**config.mk**
```make
export PLATFORM = sky130hd
export DESIGN_NAME = dct4_row_stage
export DESIGN_NICKNAME = d
export VERILOG_FILES = /design/src/rtl/dct4_pkg.sv /design/src/rtl/dct4_rst_sync.sv /design/src/rtl/dct4_cmul.sv /design/src/rtl/dct4_round_sat.sv /design/src/rtl/dct4_core.sv /design/src/rtl/dct4_row_stage.sv
export SDC_FILE = /design/constraint.sdc
export NUM_CORES = 2
export LEC_CHECK = 0
export BUFFER_PORTS_ARGS = -buffer_cell sky130_fd_sc_hd__buf_2
export CORE_MARGIN = 4
export CORE_UTILIZATION = 35
export DETAILED_ROUTE_END_ITERATION = 16
export GPL_TIMING_DRIVEN = 1
export HOLD_SLACK_MARGIN = 0.12
export PLACE_DENSITY = 0.5
export SLEW_MARGIN = 10
export SYNTH_ARGS = -nofsm -noshare
export SYNTH_HDL_FRONTEND = slang
export SYNTH_SLANG_ARGS = --single-unit
```
**constraint.sdc**
```tcl
create_clock -name clk -period 6.2 [get_ports clk]
set_input_delay 1.24 -clock clk [delete_from_list [all_inputs] [get_ports clk]]
set_output_delay 1.24 -clock clk [all_outputs]
set_load 0.05 [all_outputs]
```
**src/rtl/dct4_pkg.sv**
```systemverilog
package dct4_pkg;
  // points per transform
  localparam int unsigned TAPS = 4;
  // headroom added above the sample width for the butterfly sums
  localparam int unsigned GUARD_BITS = 9;
endpackage

```
**src/rtl/dct4_rst_sync.sv**
```systemverilog
module dct4_rst_sync (
  input  logic clk,
  input  logic rst_n_i,
  output logic rst_n_o
);
  logic meta_q, sync_q;
  logic meta_d, sync_d;

  always_comb begin
    meta_d = 1'b1;
    sync_d = meta_q;
  end

  always_ff @(posedge clk or negedge rst_n_i) begin
    if (!rst_n_i) begin
      meta_q <= 1'b0;
      sync_q <= 1'b0;
    end else begin
      meta_q <= meta_d;
      sync_q <= sync_d;
    end
  end

  assign rst_n_o = sync_q;
endmodule

```
**src/rtl/dct4_cmul.sv**
```systemverilog
module dct4_cmul #(
  parameter int unsigned W      = 25,
  parameter int          FACTOR = 64
) (
  input  logic signed [W-1:0] v_i,
  output logic signed [W-1:0] p_o
);
  generate
    if (FACTOR == 64) begin : g_x64
      assign p_o = v_i <<< 6;
    end else if (FACTOR == 83) begin : g_x83
      // 83 = 64 + 16 + 2 + 1
      assign p_o = (v_i <<< 6) + (v_i <<< 4) + (v_i <<< 1) + v_i;
    end else if (FACTOR == 36) begin : g_x36
      // 36 = 32 + 4
      assign p_o = (v_i <<< 5) + (v_i <<< 2);
    end else begin : g_generic
      assign p_o = v_i * W'(FACTOR);
    end
  endgenerate
endmodule

```
**src/rtl/dct4_round_sat.sv**
```systemverilog
module dct4_round_sat #(
  parameter int unsigned IW    = 25,
  parameter int unsigned OW    = 16,
  parameter int unsigned SHIFT = 1
) (
  input  logic signed [IW-1:0] acc_i,
  output logic signed [OW-1:0] q_o
);
  localparam int RND_I = (1 << SHIFT) >> 1;
  localparam logic signed [IW:0] RND    = (IW+1)'(RND_I);
  localparam logic signed [IW:0] HI_LIM = (IW+1)'((2 ** (OW-1)) - 1);
  localparam logic signed [IW:0] LO_LIM = (IW+1)'(-(2 ** (OW-1)));

  logic signed [IW:0] biased;
  logic signed [IW:0] shifted;

  always_comb begin
    biased  = $signed({acc_i[IW-1], acc_i}) + RND;
    shifted = biased >>> SHIFT;
    if (shifted > HI_LIM) begin
      q_o = HI_LIM[OW-1:0];
    end else if (shifted < LO_LIM) begin
      q_o = LO_LIM[OW-1:0];
    end else begin
      q_o = shifted[OW-1:0];
    end
  end
endmodule

```
**src/rtl/dct4_core.sv**
```systemverilog
module dct4_core
  import dct4_pkg::*;
#(
  parameter int unsigned DW    = 16,
  parameter int unsigned SHIFT = 1
) (
  input  logic [TAPS*DW-1:0] x_i,
  output logic [TAPS*DW-1:0] y_o
);
  localparam int unsigned IW = DW + GUARD_BITS;

  logic signed [IW-1:0] xe [TAPS];
  logic signed [IW-1:0] a0, a1, b0, b1, e0, e1;
  logic signed [IW-1:0] p64_e0, p64_e1, p83_b0, p83_b1, p36_b0, p36_b1;
  logic signed [IW-1:0] raw [TAPS];

  // sign-extend every sample into the guard width
  generate
    for (genvar k = 0; k < TAPS; k++) begin : g_ext
      assign xe[k] = {{(IW-DW){x_i[k*DW+DW-1]}}, x_i[k*DW +: DW]};
    end
  endgenerate

  // folding stage: sums feed the even rows, differences the odd rows
  always_comb begin
    a0 = xe[0] + xe[3];
    a1 = xe[1] + xe[2];
    b0 = xe[0] - xe[3];
    b1 = xe[1] - xe[2];
    e0 = a0 + a1;
    e1 = a0 - a1;
  end

  dct4_cmul #(.W(IW), .FACTOR(64)) u_m64_e0 (.v_i(e0), .p_o(p64_e0));
  dct4_cmul #(.W(IW), .FACTOR(64)) u_m64_e1 (.v_i(e1), .p_o(p64_e1));
  dct4_cmul #(.W(IW), .FACTOR(83)) u_m83_b0 (.v_i(b0), .p_o(p83_b0));
  dct4_cmul #(.W(IW), .FACTOR(83)) u_m83_b1 (.v_i(b1), .p_o(p83_b1));
  dct4_cmul #(.W(IW), .FACTOR(36)) u_m36_b0 (.v_i(b0), .p_o(p36_b0));
  dct4_cmul #(.W(IW), .FACTOR(36)) u_m36_b1 (.v_i(b1), .p_o(p36_b1));

  always_comb begin
    raw[0] = p64_e0;
    raw[1] = p83_b0 + p36_b1;
    raw[2] = p64_e1;
    raw[3] = p36_b0 - p83_b1;
  end

  generate
    for (genvar k = 0; k < TAPS; k++) begin : g_out
      dct4_round_sat #(.IW(IW), .OW(DW), .SHIFT(SHIFT)) u_rs (
        .acc_i (raw[k]),
        .q_o   (y_o[k*DW +: DW])
      );
    end
  endgenerate
endmodule

```
**src/rtl/dct4_row_stage.sv**
```systemverilog
module dct4_row_stage
  import dct4_pkg::*;
#(
  parameter int unsigned DW    = 16,
  parameter int unsigned LANES = 4,
  parameter int unsigned SHIFT = 1
) (
  input  logic                        clk,
  input  logic                        rst_n,
  input  logic                        en,
  input  logic [LANES*TAPS*DW-1:0]    samp_i,
  output logic [LANES*TAPS*DW-1:0]    coef_o,
  output logic                        out_vld
);
  localparam int unsigned LW = TAPS * DW;
  localparam int unsigned VW = LANES * LW;

  logic          rst_n_s;
  logic [VW-1:0] comb_w;
  logic [VW-1:0] coef_d, coef_q;
  logic          vld_d, vld_q;

  dct4_rst_sync u_rst (
    .clk     (clk),
    .rst_n_i (rst_n),
    .rst_n_o (rst_n_s)
  );

  generate
    for (genvar l = 0; l < LANES; l++) begin : g_lane
      dct4_core #(.DW(DW), .SHIFT(SHIFT)) u_core (
        .x_i (samp_i[l*LW +: LW]),
        .y_o (comb_w[l*LW +: LW])
      );
    end
  endgenerate

  // next-state
  always_comb begin
    coef_d = coef_q;
    if (en) begin
      coef_d = comb_w;
    end
    vld_d = en;
  end

  // register
  always_ff @(posedge clk or negedge rst_n_s) begin
    if (!rst_n_s) begin
      coef_q <= '0;
      vld_q  <= 1'b0;
    end else begin
      coef_q <= coef_d;
      vld_q  <= vld_d;
    end
  end

  assign coef_o  = coef_q;
  assign out_vld = vld_q;


  hold_chk: assert property (@(posedge clk) disable iff (!rst_n_s)
    ($past(rst_n_s) && !$past(en)) |-> $stable(coef_o));


  vld_track_chk: assert property (@(posedge clk) disable iff (!rst_n_s)
    $past(rst_n_s) |-> (out_vld == $past(en)));

  generate
    for (genvar l = 0; l < LANES; l++) begin : g_chk

      flat_odd_chk: assert property (@(posedge clk) disable iff (!rst_n_s)
        ($past(rst_n_s) && $past(en) &&
         ($past(samp_i[l*LW +: DW]) == $past(samp_i[l*LW + DW +: DW])) &&
         ($past(samp_i[l*LW +: DW]) == $past(samp_i[l*LW + 2*DW +: DW])) &&
         ($past(samp_i[l*LW +: DW]) == $past(samp_i[l*LW + 3*DW +: DW])))
        |-> (coef_o[l*LW + DW +: DW] == '0 && coef_o[l*LW + 3*DW +: DW] == '0));

      flat_even_chk: assert property (@(posedge clk) disable iff (!rst_n_s)
        ($past(rst_n_s) && $past(en) &&
         ($past(samp_i[l*LW +: DW]) == $past(samp_i[l*LW + DW +: DW])) &&
         ($past(samp_i[l*LW +: DW]) == $past(samp_i[l*LW + 2*DW +: DW])) &&
         ($past(samp_i[l*LW +: DW]) == $past(samp_i[l*LW + 3*DW +: DW])))
        |-> (coef_o[l*LW + 2*DW +: DW] == '0));
    end
  endgenerate
endmodule

```
==> flow_metrics.py <==
metrics = {
    "setup_path": {
        "critical_path.max_stage_delay_ps": 550,
        "cp_top_family": "compound AO/OA/AOI/OAI gates",
        "crit_buf_inv": 11,
        "path_class": "input port to flop",
        "startpoint_type": "input port",
        "crit_arrival_ps": 8330,
        "r2r-start": "u_rst.rst_n_o$_DFF_PN0_",
        "cp_max_fo": 8,
        "r2r_slack_ps": 4360,
        "critPathRequiredTime_ps": 6730,
        "cp_slowest_cell": "fa_1",
        "rr_endpoint": "coef_o[41]$_DFFE_PN0P_",
        "r2r_cells": 1,
        "cp-end-kind": "flop",
    },
    "cells_and_area": {
        "syn_to_final_growth_pct": 52.3,
        "fin_nets": 10500,
        "stdcell_count": 11100,
        "drive_gt1_frac": 0.416,
        "num-fill-cells": 14500,
    },
    "detailed_routing": {
        "wl_per_cell_um": 18.0,
        "ant_nets": 0,
        "viasPerCell": 4.97,
        "drtIter0Drc": 2559,
        "dr_total_vias": 55300,
        "routed_wl_mm": 200,
        "drc": 0,
        "dr.pass1.iters": 5,
    },
    "clock_tree": {
        "cts_hold_buffers": 0,
        "cts_buffers": 31,
        "cts_num_sinks": 227,
        "clk_pin_slew_ps": 60,
        "cts_root_buf": "clkbuf_16",
        "clock_latency_ps": 650,
        "ctsLongestPathBuffers": 3,
        "cts_tree": "yes",
        "cts-htree-levels": 1,
    },
    "sta": {
        "rsz0062_at_grt": "true",
        "timing_max_transition_violations_final": 0,
        "finClkSkew_ps": 43.6,
        "worst_slew_margin_rel": 0.395,
        "max_freq_mhz": 128,
        "setup_slack_ps": -1590,
        "finalHoldViolCount": 0,
        "setup_viol": 128,
        "post-route-period-util": 1.26,
        "worst_pin_slew_ps": 908,
        "finalCriticalPeriod_ps": 7790,
    },
    "flow_run": {
        "maxCapViolations": 0,
    },
    "global_routing": {
        "overflow": 0,
        "grt_busiest_layer": "met2",
        "grt_util_all_layers": 0.238,
        "gr-usage-met2": 0.407,
        "use_met1": 0.327,
        "grt_pass1_wl_mm": 311,
        "met3_usage": 0.0298,
        "grt_max_degree": 68,
        "antenna_found_initial": 4,
        "grt_pass1_vias": 56500,
    },
    "logic_synthesis": {
        "synth_simple_gate_area_frac": 0.157,
        "ys_seq_elements": 227,
        "syn-num-nets": 8018,
        "synth_xor_area_frac": 0.0989,
        "async_flop_share": 1.00,
        "synth_top_family_by_area": "adder cells",
        "synthMuxAreaShare": 0.00595,
        "syn_avg_cell_area_um2": 8.31,
        "synth_edf_count": 0,
        "yosysWarnings": 0,
        "yosysUniqueCellTypes": 125,
        "synth_compound_area_frac": 0.201,
        "synth_flop_cell": "dfrtp_1",
        "synth_area_um2": 54500,
        "synth_fa_ha_area_frac": 0.343,
        "synth_cells": 6559,
        "yosysSeqAreaShare": 0.104,
    },
    "hold_path": {
        "min_path_cells": 0,
        "min_path_type": "flop to flop",
        "hold_end": "u_rst.rst_n_o$_DFF_PN0_",
        "hold_start": "u_rst.meta_q$_DFF_PN0_",
    },
    "status": {
        "violations": "setup timing",
        "status": "finished with violations",
    },
    "floorplan": {
        "die_w_um": 403,
        "dieArea_um2": 162000,
        "start_util": 0.353,
        "fp-row-count": 144,
        "io_pins": 516,
        "core_um2": 154000,
        "die_h_um": 403,
    },
    "placement": {
        "place_congestion": 0.909,
        "place.detailed.hpwl_mm": 170,
        "port-buffer-count": 515,
        "placedCellCount": 10900,
    },
}
[worst max path at each step]
stage,to,from,cells past startpoint,slack (ps)
4_1_cts,coef_o[253]$_DFFE_PN0P_,samp_i[225],34,-1610
2_1_floorplan,coef_o[249]$_DFFE_PN0P_,samp_i[225],34,-1960
3_5_place_dp,coef_o[56]$_DFFE_PN0P_,samp_i[33],31,-2580
3_3_place_gp,coef_o[219]$_DFFE_PN0P_,samp_i[192],39,-2480
6_report,coef_o[213]$_DFFE_PN0P_,samp_i[208],39,-1590
5_1_grt,coef_o[213]$_DFFE_PN0P_,samp_i[208],39,-1880
[metal layers]
layer | share of wire | wire (um) | vias to the layer above
li1 | - | - | 27300
met1 | 0.47 | 93800 | 26900
met2 | 0.47 | 94700 | 923
met3 | 0.042 | 8430 | 124
met5 | 0 | 0 | -
met4 | 0.016 | 3290 | 0
[layout by cell type (no fill, tap or decap), drive strengths merged, types with 81 or more instances in the layout]
cell / instances
xnor2: 402
inv: 1003
a21oi: 425
o21ai: 247
nand3: 137
nand2: 242
xor2: 213
o21bai: 107
buf: 2681
nor3: 160
nand2b: 81
fa: 492
a21o: 122
nor2: 570
ha: 708
dfrtp: 227
[flip-flops by register name, indices dropped and copies added (netlist names)]
register       cells
u_rst.meta_q       1
u_rst.rst_n_o      1
coef_o           224
out_vld            1
[synthesized netlist by cell type, drive strengths merged (28+ instances only)]
cell,instances,share of area
o21a,58,0.0080
and2,38,0.0044
nand3,137,0.013
a21boi,33,0.0045
nand2,242,0.017
a211oi,62,0.0093
nor2,570,0.039
and3,61,0.0070
o21ai,247,0.023
nor4,55,0.0073
o211ai,29,0.0041
nor3,160,0.015
buf,74,0.0096
inv,997,0.069
nor3b,28,0.0040
o22a,47,0.0076
xnor2,402,0.065
o2bb2ai,33,0.0054
clkbuf,159,0.011
dfrtp,227,0.10
nand2b,81,0.0093
nor2b,73,0.0084
nand4,54,0.0064
a21o,122,0.017
a21oi,425,0.040
a31oi,59,0.0068
o22ai,46,0.0061
o21bai,107,0.015
ha,708,0.16
or2,42,0.0048
xor2,213,0.034
fa,492,0.18
or3,32,0.0039
o221ai,28,0.0046
[layout make-up]
type	instances	area (um^2)	share of cell area
Multi-Input combinational cell	5100	50000	0.603
Timing Repair Buffer	2686	19800	0.239
Sequential cell	227	5680	0.0685
Tap cell	2044	2560	0.0308
Clock buffer	37	818	0.00987
Antenna cell	3	7.51	0.0000905
Clock inverter	20	246	0.00297
Inverter	1001	3850	0.0464
[cell families (layout without fill, tap and decap cells)]
| kind of cell | Yosys count | count (layout) |
|---|---|---|
| AO/OA/AOI/OAI | 1577 | 1580 |
| multiplexers | 31 | 31 |
| buffers and inverters | 1235 | 3744 |
| AND/OR/NAND/NOR | 1673 | 1673 |
| other | 1 | 4 |
| adder cells (fa/ha/maj) | 1200 | 1200 |
| flip-flops | 227 | 227 |
| XOR/XNOR | 615 | 615 |
[through the flow]
step                      area (um^2)   util  setup TNS [ps]  setup WS (ps)  hold WS [ps]
after global placement          75300  0.488         -328480          -2480           338
after global routing            82900  0.537         -210890          -1880           337
after CTS                       80500  0.521         -174000          -1610           313
after floorplan                 56500      -         -205700          -1960           331
final                           82900  0.537         -174260          -1590           354
after detailed placement        75300  0.488         -338120          -2580           343
[repair_timing]
item                                    4_1_cts  5_1_grt
setup buffers                               140       63
endpoints found under the setup margin      139      167
gates resized for setup                     554      424
pin swaps                                   408      344
cloned                                       12        4
Power is not shown: default switching activity piles up to over one toggle a cycle in this logic, so the estimate is an artifact.
